[src/rtl/cvsd_pkg.sv]
package cvsd_pkg;

  // floor(x / 2**sh), by arithmetic shift on a signed value
  function automatic int leak_of(input int x, input int sh);
    return x >>> sh;
  endfunction

  // bound a value into [lo, hi]
  function automatic int bound(input int x, input int lo, input int hi);
    if (x < lo) return lo;
    if (x > hi) return hi;
    return x;
  endfunction

  // syllabic step adaptation
  function automatic int step_next(input int s, input int sh, input bit ovl,
                                   input int inc, input int lo, input int hi);
    int t;
    t = s - (s >>> sh) + (ovl ? inc : 0);
    return bound(t, lo, hi);
  endfunction

  // leaky integrator update; the step term is skipped while clamped
  function automatic int est_next(input int e, input int s, input bit up,
                                  input bit clamped, input int sh, input int lim);
    int t;
    t = e - leak_of(e, sh);
    if (!clamped) t = up ? t + s : t - s;
    return bound(t, -lim, lim);
  endfunction

endpackage

[src/rtl/cvsd_bit_path.sv]
module cvsd_bit_path #(
  parameter int W    = 12,
  parameter int FRAC = 4,
  localparam int EW  = W + FRAC
) (
  input  logic                 clk,
  input  logic                 rst,
  input  logic                 bclk_rise,
  input  logic                 bclk_fall,
  input  logic                 mode_enc,
  input  logic signed [W-1:0]  sample_in,
  input  logic                 serial_in,
  input  logic                 force_idle,
  input  logic signed [EW-1:0] est,
  output logic                 apply_bit,
  output logic                 serial_out
);
  logic                 pend_q;
  logic                 tgl_q;
  logic signed [EW-1:0] samp_x;
  logic                 cmp_bit;

  assign samp_x    = $signed({sample_in, {FRAC{1'b0}}});
  assign cmp_bit   = (samp_x >= est);
  assign apply_bit = force_idle ? tgl_q : pend_q;

  always_ff @(posedge clk) begin
    if (rst) begin
      pend_q     <= 1'b0;
      tgl_q      <= 1'b1;
      serial_out <= 1'b0;
    end else begin
      if (bclk_rise) pend_q <= mode_enc ? cmp_bit : serial_in;
      if (bclk_fall) begin
        serial_out <= apply_bit;
        if (force_idle) tgl_q <= ~tgl_q;
      end
    end
  end
endmodule

[src/rtl/cvsd_step_adapt.sv]
module cvsd_step_adapt
  import cvsd_pkg::*;
#(
  parameter int W        = 12,
  parameter int FRAC     = 4,
  parameter int SYL_SH   = 6,
  parameter int RUN_LEN  = 3,
  parameter int STEP_MIN = 4,
  parameter int STEP_MAX = 256,
  parameter int STEP_INC = 8,
  localparam int EW      = W + FRAC,
  localparam int S_MIN   = STEP_MIN << FRAC,
  localparam int S_MAX   = STEP_MAX << FRAC,
  localparam int S_INC   = STEP_INC << FRAC
) (
  input  logic          clk,
  input  logic          rst,
  input  logic          bclk_fall,
  input  logic          apply_bit,
  input  logic          clamp_active,
  output logic [EW-1:0] step,
  output logic          overload
);
  logic [RUN_LEN-1:0] hist_q;
  logic [RUN_LEN-1:0] hist_n;
  logic [RUN_LEN-1:0] rst_pat;

  generate
    for (genvar i = 0; i < RUN_LEN; i++) begin : g_pat
      assign rst_pat[i] = i[0];
    end
  endgenerate

  assign hist_n   = {hist_q[RUN_LEN-2:0], apply_bit};
  assign overload = (&hist_n) | (~|hist_n);

  always_ff @(posedge clk) begin
    if (rst) begin
      hist_q <= rst_pat;
      step   <= EW'(S_MIN);
    end else if (bclk_fall) begin
      hist_q <= hist_n;
      if (!clamp_active)
        step <= EW'(step_next(int'(step), SYL_SH, overload, S_INC, S_MIN, S_MAX));
    end
  end
endmodule

[src/rtl/cvsd_integrator.sv]
module cvsd_integrator
  import cvsd_pkg::*;
#(
  parameter int W       = 12,
  parameter int FRAC    = 4,
  parameter int LEAK_SH = 4,
  localparam int EW     = W + FRAC,
  localparam int FS     = 1 << (W - 1),
  localparam int LIM    = (FS * 3 / 4) << FRAC
) (
  input  logic                 clk,
  input  logic                 rst,
  input  logic                 bclk_fall,
  input  logic                 apply_bit,
  input  logic [EW-1:0]        step,
  output logic signed [EW-1:0] est,
  output logic                 clamp_active
);
  int e_i;

  assign e_i          = int'(est);
  assign clamp_active = (e_i >= LIM) || (e_i <= -LIM);

  always_ff @(posedge clk) begin
    if (rst) est <= '0;
    else if (bclk_fall)
      est <= EW'(est_next(e_i, int'(step), apply_bit, clamp_active, LEAK_SH, LIM));
  end
endmodule

[src/rtl/cvsd_codec.sv]
module cvsd_codec #(
  parameter int W        = 12,
  parameter int FRAC     = 4,
  parameter int LEAK_SH  = 4,
  parameter int SYL_SH   = 6,
  parameter int RUN_LEN  = 3,
  parameter int STEP_MIN = 4,
  parameter int STEP_MAX = 256,
  parameter int STEP_INC = 8
) (
  input  logic                clk,
  input  logic                rst,
  input  logic                bclk_rise,
  input  logic                bclk_fall,
  input  logic                mode_enc,
  input  logic signed [W-1:0] sample_in,
  input  logic                serial_in,
  input  logic                force_idle,
  output logic                serial_out,
  output logic signed [W-1:0] est_out,
  output logic                agc_n
);
  localparam int EW   = W + FRAC;
  localparam int HALF = 1 << (W - 2);

  logic signed [EW-1:0] est_w;
  logic [EW-1:0]        step_w;
  logic                 bit_w;
  logic                 clamp_w;
  logic                 ovl_w;
  int                   eo_i;

  cvsd_bit_path #(.W(W), .FRAC(FRAC)) u_bits (
    .clk(clk), .rst(rst), .bclk_rise(bclk_rise), .bclk_fall(bclk_fall),
    .mode_enc(mode_enc), .sample_in(sample_in), .serial_in(serial_in),
    .force_idle(force_idle), .est(est_w), .apply_bit(bit_w),
    .serial_out(serial_out)
  );

  cvsd_step_adapt #(.W(W), .FRAC(FRAC), .SYL_SH(SYL_SH), .RUN_LEN(RUN_LEN),
                    .STEP_MIN(STEP_MIN), .STEP_MAX(STEP_MAX),
                    .STEP_INC(STEP_INC)) u_step (
    .clk(clk), .rst(rst), .bclk_fall(bclk_fall), .apply_bit(bit_w),
    .clamp_active(clamp_w), .step(step_w), .overload(ovl_w)
  );

  cvsd_integrator #(.W(W), .FRAC(FRAC), .LEAK_SH(LEAK_SH)) u_integ (
    .clk(clk), .rst(rst), .bclk_fall(bclk_fall), .apply_bit(bit_w),
    .step(step_w), .est(est_w), .clamp_active(clamp_w)
  );

  assign est_out = est_w[EW-1:FRAC];
  assign eo_i    = int'(est_out);
  assign agc_n   = !((eo_i >= HALF) || (eo_i <= -HALF));
endmodule

[config.mk]
export PLATFORM = sky130hd
export DESIGN_NAME = cvsd_codec
export DESIGN_NICKNAME = d
export VERILOG_FILES = /design/src/rtl/cvsd_pkg.sv /design/src/rtl/cvsd_bit_path.sv /design/src/rtl/cvsd_step_adapt.sv /design/src/rtl/cvsd_integrator.sv /design/src/rtl/cvsd_codec.sv
export SDC_FILE = /design/constraint.sdc
export NUM_CORES = 1
export LEC_CHECK = 0
export BUFFER_PORTS_ARGS = -buffer_cell sky130_fd_sc_hd__buf_2
export CAP_MARGIN = 30
export CORE_ASPECT_RATIO = 0.7
export CORE_UTILIZATION = 50
export DETAILED_ROUTE_END_ITERATION = 10
export HOLD_SLACK_MARGIN = 0.15
export PLACE_DENSITY = 0.66
export RECOVER_POWER = 50
export SYNTH_ARGS = -nofsm -noshare
export SYNTH_HDL_FRONTEND = slang
export SYNTH_SLANG_ARGS = --single-unit
[constraint.sdc]
create_clock -name clk -period 12.4 [get_ports clk]
set_input_delay 0 -clock clk [delete_from_list [all_inputs] [get_ports clk]]
set_output_delay 0 -clock clk [all_outputs]
set_load 0.01 [all_outputs]
==> reports/metrics.csv, run 1 <==
metric,value,unit
required,12.48,ns
arrival,6.25,ns
die_area,13600,µm²
core_area,12600,µm²
crit_path_max_fanout,18,
crit_family,compound AO/OA/AOI/OAI gates,
drc,9,
ctsHtreeMaxLevel,2,
syn_area,6580,µm²
syn2layout_area_growth,4.68,%
synth-compound-area-share,0.327,
clock_latency,0.28,ns
synth_async_sr_flop_share,0,
setup_viol,0,
grt_max_degree,30,
gp_congestion,0.989,
die_width,139,µm
synth_xor_area_frac,0.0719,
min-delay-path-class,in2reg,
worstPathCellList,inv_1 > ha_1 > a21o_1 > a21o_1 > a21oi_1 > a21boi_0 > o32ai_2 > buf_4 > ha_1 > inv_1 > nor2_1 > o211a_1 > o311ai_1 > a21oi_1 > mux2i_1 > o311ai_0 > a2111oi_0 > o21ai_1 > a21oi_2 > a311oi_1,
post_cts_buffers,0,
wl_per_cell,18.1,µm
clk_path_buf_depth,2,
io_buffers,32,
clk_pin_slew,0.06,ns
overflow,0,
clock_sinks,36,
rsz0062_at_grt,no,
muxShareOfSynthArea,0.0213,
r2r-end,u_integ.est[13]$_SDFFE_PP0P_,
synth_top_family_by_area,compound AO/OA/AOI/OAI gates,
synth.distinct_cells,82,
reg2regPathDepth,20,
initial_core_util,0.521,
ios,33,
wl_met2,7630,µm
top_layer,met4,
cts_root_buf,clkbuf_16,
max_stage_delay,0.61,ns
grt_pass1_vias,6288,
grt_usage,0.294,
dp_hpwl,15400,µm
critPathKind,reg2reg,
relSlewSlack,-0.104,
min_period,6.17,ns
post_drt_via_cell_ratio,6.37,
antenna_found_initial,0,
cts_buffers,5,
synth_cells,923,
synthSimpleGateAreaFrac,0.258,
min_path_cells,3,
cts_tree,built,
slowest_stage,a21oi_2,
post-synth-top-area-cell,ha_1,
drv_slew,28,
grt_first_pass_wirelength,32600,µm
synth_top_area_share,0.143,
synth_fa_ha_area_frac,0.152,
final_antenna_net_count,0,
die_h,98.0,µm
synth_area_leaders,"ha_1, dfxtp_1, a21oi_1",
m1WireLength,10300,µm
tns,0,ns
endpoint_kind,flop,
antenna_cells,0,
rr_startpoint,u_integ.est[13]$_SDFFE_PP0P_,
failed_checks,"DRC, capacitance limit, slew limit",
holdPathEnd,u_step.hist_q[0]$_SDFFE_PP0P_,
yosysSeqAreaShare,0.110,
vias,6903,
totalWireLength,19600,µm
drt-initial-drc-count,458,
dr_wl_met3,1560,µm
drv_cap,1,
nets,1019,
drive_gt1_frac,0.0586,
synth_edf_count,0,
synth_nets,1020,
drt_first_pass_iters,8,
outcome,"complete, but fails checks",
hold_path.startpoint,bclk_fall,
num_rows,34,
clock_skew,0.00610,ns
synth.ff_latch_count,36,
synth_top_flop_cell,dfxtp_1,
postSynthAreaPerCell,7.13,µm²
final_hold_viol_count,0,
worst-path-buf-inv,3,
ys.warnings.count,0,
fmax,162,MHz
tightest_slew,1.66,ns
reg2reg_slack,6.23,ns
fin_crit_sh,0.498,
cp-start-kind,flop,
==> flip-flops by register name, summed over array words and instances (netlist names) <==
register / count
u_step.hist_q: 2
u_bits.pend_q: 1
u_integ.est: 16
u_step.step: 16
u_bits.tgl_q: 1
==> worst register-to-register path, stage by stage (launching register included) <==
cell and delay, ns:
dfxtp_1 0.47, inv_1 0.12, ha_1 0.37, a21o_1 0.25
a21o_1 0.18, a21oi_1 0.27, a21boi_0 0.17, o32ai_2 0.27
buf_4 0.31, ha_1 0.52, inv_1 0.24, nor2_1 0.32
o211a_1 0.26, o311ai_1 0.17, a21oi_1 0.29, mux2i_1 0.20
o311ai_0 0.18, a2111oi_0 0.42, o21ai_1 0.17, a21oi_2 0.61
a311oi_1 0.19
==> timing repair <==
| item | CTS | global route |
|---|---|---|
| hold buffers | 4 | 0 |
| hold endpoints to repair | 2 | 0 |
| gates resized for setup | 0 | 0 |
==> kinds of logic after synthesis <==
logic type	after synthesis
simple gates	337
compound gates	314
buf+inv	91
fa+ha+maj	78
xor+xnor	54
flops	36
mux	13
==> how the worst max path moves through the flow <==
stage / start / to / cells after the start
3_5_place_dp: u_integ.est[4]$_SDFFE_PP0P_ / u_integ.est[13]$_SDFFE_PP0P_ / 20
6_report: u_integ.est[13]$_SDFFE_PP0P_ / u_integ.est[13]$_SDFFE_PP0P_ / 20
5_1_grt: u_integ.est[13]$_SDFFE_PP0P_ / u_integ.est[13]$_SDFFE_PP0P_ / 20
4_1_cts: u_integ.est[13]$_SDFFE_PP0P_ / u_integ.est[13]$_SDFFE_PP0P_ / 20
3_3_place_gp: u_integ.est[13]$_SDFFE_PP0P_ / u_integ.est[13]$_SDFFE_PP0P_ / 20
2_1_floorplan: u_integ.est[11]$_SDFFE_PP0P_ / u_integ.est[4]$_SDFFE_PP0P_ / 22
==> per-layer routing <==
layer / vias to the layer above / track usage
met5: - / 0
met4: 0 / 0.0368
met3: 12 / 0.0515
met2: 251 / 0.433
met1: 3164 / 0.449
li1: 3476 / -
==> through the flow <==
stage	cells	cell area (µm²)	util	setup WS (ns)	hold WS (ns)
CTS	1084	6930	0.549	6.39	0.184
floorplan	923	6580	-	6.62	0.174
finish	1084	6890	0.545	6.23	0.192
global placement	1072	6730	0.533	6.48	0.305
detailed placement	1073	6740	0.533	6.48	0.309
global route	1084	6890	0.545	5.80	0.214
==> cell usage after synthesis (10+ instances only) <==
cell type,number
a211oi_1,15
a21o_1,20
a21oi_1,78
and3_1,12
buf_4,13
clkbuf_1,31
dfxtp_1,36
ha_1,75
inv_1,42
nand2_1,79
nand3_1,21
nand4_1,22
nor2_1,93
nor3_1,29
nor4_1,10
o211ai_1,12
o21a_1,12
o21ai_0,63
or3_1,11
xnor2_1,36
xor2_1,18
==> placed cells by master (no fill, tap or decap), types with 20 or more instances in the layout <==
| cell | synthesis | final |
|---|---|---|
| nand2_1 | 79 | 79 |
| nor3_1 | 29 | 30 |
| a21oi_1 | 78 | 78 |
| xnor2_1 | 36 | 36 |
| inv_1 | 42 | 42 |
| o21ai_0 | 63 | 63 |
| nor2_1 | 93 | 93 |
| nand3_1 | 21 | 21 |
| dfxtp_1 | 36 | 36 |
| ha_1 | 75 | 75 |
| nand4_1 | 22 | 22 |
| a21o_1 | 20 | 20 |
==> layout make-up <==
type | instances | area [µm²]
tap | 162 | 203
timing repair buffer | 40 | 205
inverter | 43 | 161
sequential | 36 | 721
fill | 1262 | 5750
clock buffer | 7 | 153
multi-input combinational | 796 | 5450
Power of run 1 is left out: the tool's default activity adds up to more than one toggle a clock period on the data nets, which glitch-free logic cannot reach.
==> run 2: changes to the inputs <==
--- a/config.mk
+++ b/config.mk
@@ -5,6 +5,7 @@
 export SDC_FILE = /design/constraint.sdc
 export NUM_CORES = 1
 export LEC_CHECK = 0
+export ABC_AREA = 1
 export BUFFER_PORTS_ARGS = -buffer_cell sky130_fd_sc_hd__buf_2
 export CAP_MARGIN = 30
 export CORE_ASPECT_RATIO = 0.7
==> constraint.sdc (replaced) <==
create_clock -name clk -period 6.4 [get_ports clk]
set_input_delay 0 -clock clk [delete_from_list [all_inputs] [get_ports clk]]
set_output_delay 0 -clock clk [all_outputs]
set_load 0.01 [all_outputs]
==> run 2 against run 1 <==
The run ends with capacitance limit, slew limit left. Core utilization fell by 0.21 points. Flip-flop and latch count did not move. Critical path depth fell by 5. Die area rose by 18%. Non-clock buffer count fell by 2. First-iteration DRC count rose by 110%. Hold slack improved by 0.080 ns. Cell count rose by 58%. Register-to-register slack got worse by 5.5 ns. Setup slack got worse by 5.5 ns. Global-route usage rose by 2.5 points.
==> reports/metrics.csv, run 2 <==
metric,value,unit
netlist_top_cells_count,"nand2_1, inv_1, nor2_1",
endpoint_kind,flop,
final_antenna_net_count,0,
multi_input_area,5870,µm²
grt_usage,0.319,
largest_registers,"u_integ.est (16), u_step.step (16), u_step.hist_q (2)",
arrival,5.93,ns
min_period,5.71,ns
ctsHtreeMaxLevel,2,
postSynthAreaPerCell,5.20,µm²
drc,0,
drt_first_pass_iters,6,
fmax,175,MHz
cts_tree,built,
cp-start-kind,flop,
grt_pass1_vias,8105,
antenna_cells,0,
clk_path_buf_depth,2,
post_drt_via_cell_ratio,5.37,
ios,33,
crit_path_max_fanout,22,
regArea,721,µm²
synth_async_sr_flop_share,0,
antenna_found_initial,0,
grt_max_degree,43,
crit_family,compound AO/OA/AOI/OAI gates,
ys.warnings.count,0,
relSlewSlack,-0.815,
synth_cells,1504,
min-delay-path-class,in2reg,
drv_slew,23,
num_rows,37,
worstPathCellList,inv_1 > ha_1 > inv_1 > o211ai_1 > a21boi_0 > nand2_4 > nand2_1 > nand2_1 > nor2_1 > nand3_1 > o21ai_2 > nand3b_1 > nor2_1 > nor2_1 > nor2_1,
clk_pin_slew,0.06,ns
die_h,107,µm
final_hold_viol_count,0,
critPathKind,reg2reg,
syn_area,7820,µm²
synth_top_flop_cell,dfxtp_1,
initial_core_util,0.521,
slowest_stage,a21boi_0,
synth.ff_latch_count,36,
drv_cap,1,
cts_root_buf,clkbuf_16,
fin_cells,1708,
yosysSeqAreaShare,0.0922,
final_common_cell,nand2_1,
synth_nets,1601,
core_area,15000,µm²
tightest_slew,2.70,ns
clock_latency,0.29,ns
synth_top_area_share,0.255,
die_area,16200,µm²
grt_first_pass_wirelength,40900,µm
syn2layout_area_growth,4.18,%
gp_congestion,1.03,
drt-initial-drc-count,958,
clock_sinks,36,
synth.distinct_cells,44,
nets,1609,
post-synth-top-area-cell,nand2_1,
die_width,151,µm
required,6.62,ns
yosysMostFrequentCell,nand2_1,
clock_skew,0.00358,ns
overflow,0,
wl_per_cell,14.6,µm
fin_crit_sh,0.893,
crit_top_cell,nor2_1,
dp_cells,1697,
nFillCells,1651,
drive_gt1_frac,0.0317,
tns,0,ns
failed_checks,"capacitance limit, slew limit",
cts_buffers,5,
vias,9178,
setup_viol,0,
max_stage_delay,2.09,ns
outcome,"complete, but fails checks",
totalWireLength,24900,µm
io_buffers,32,
synth_edf_count,0,
rsz0062_at_grt,no,
synth_area_leaders,"nand2_1, inv_1, ha_1",
dp_hpwl,20800,µm
finish.utilization,0.543,
worst-path-buf-inv,2,
final_cell_mix,"nand2_1, inv_1, nor2_1, nand3_1, ha_1",
run 2: cell count changes after synthesis, moves of 13 or more:
cell,before,now
clkbuf_1,31,10
nand3_1,21,136
inv_1,42,255
a211oi_1,15,2
xnor2_1,36,11
nand2_1,79,532
o21ai_0,63,34
nor2_1,93,177
a21o_1,20,3
nand3b_1,4,17
run 2: cell families (layout without fill, tap and decap cells):
group / count (synthesis) / after routing / share of synthesized area
fa+ha+maj: 78 / 78 / 0.128
flops: 36 / 36 / 0.0922
buf+inv: 296 / 305 / 0.155
xor+xnor: 27 / 27 / 0.0302
compound gates: 128 / 128 / 0.0896
simple gates: 939 / 939 / 0.505
run 2: worst paths after layout:
kind	endpoint	cells past startpoint	startpoint	slack, ns
worst min register to register	u_bits.tgl_q$_SDFFE_PP1P_	2	u_bits.tgl_q$_SDFFE_PP1P_	0.49
worst min-delay path	u_integ.est[12]$_SDFFE_PP0P_	2	rst	0.27
worst max register to register	u_integ.est[5]$_SDFFE_PP0P_	15	u_integ.est[15]$_SDFFE_PP0P_	0.69
worst max-delay path	u_integ.est[5]$_SDFFE_PP0P_	15	u_integ.est[15]$_SDFFE_PP0P_	0.69
run 2: cell type report:
| type | instances | area share |
|---|---|---|
| multi-input combinational | 1172 | 0.721 |
| inverter | 259 | 0.119 |
| sequential | 36 | 0.0885 |
| tap | 195 | 0.0300 |
| timing repair buffer | 38 | 0.0238 |
| clock buffer | 5 | 0.0154 |
| clock inverter | 3 | 0.00230 |
run 2: layer usage:
| layer | part of all wire | GRT usage | wire [µm] | vias to the layer above |
|---|---|---|---|---|
| li1 | - | - | - | 4733 |
| met1 | 0.52 | 0.504 | 13000 | 4072 |
| met2 | 0.37 | 0.442 | 9160 | 350 |
| met3 | 0.10 | 0.0604 | 2520 | 23 |
| met4 | 0.011 | 0.0421 | 284 | 0 |
| met5 | 0 | 0 | 0 | - |
run 2: timing repair:
item	4_1_cts	5_1_grt
gates resized for setup	0	0
buffers inserted	0	0
hold buffers	3	0
endpoints found under the hold margin	2	0
run 2: metrics by stage:
stage,hold slack (ns),setup slack [ns],cell area (µm²)
floorplan,0.107,2.33,7820
global placement,0.218,1.14,8010
detailed placement,0.214,1.14,8010
CTS,0.245,1.11,8180
global route,0.305,0.195,8150
finish,0.272,0.688,8150
Power of run 2 is left out for the same reason.
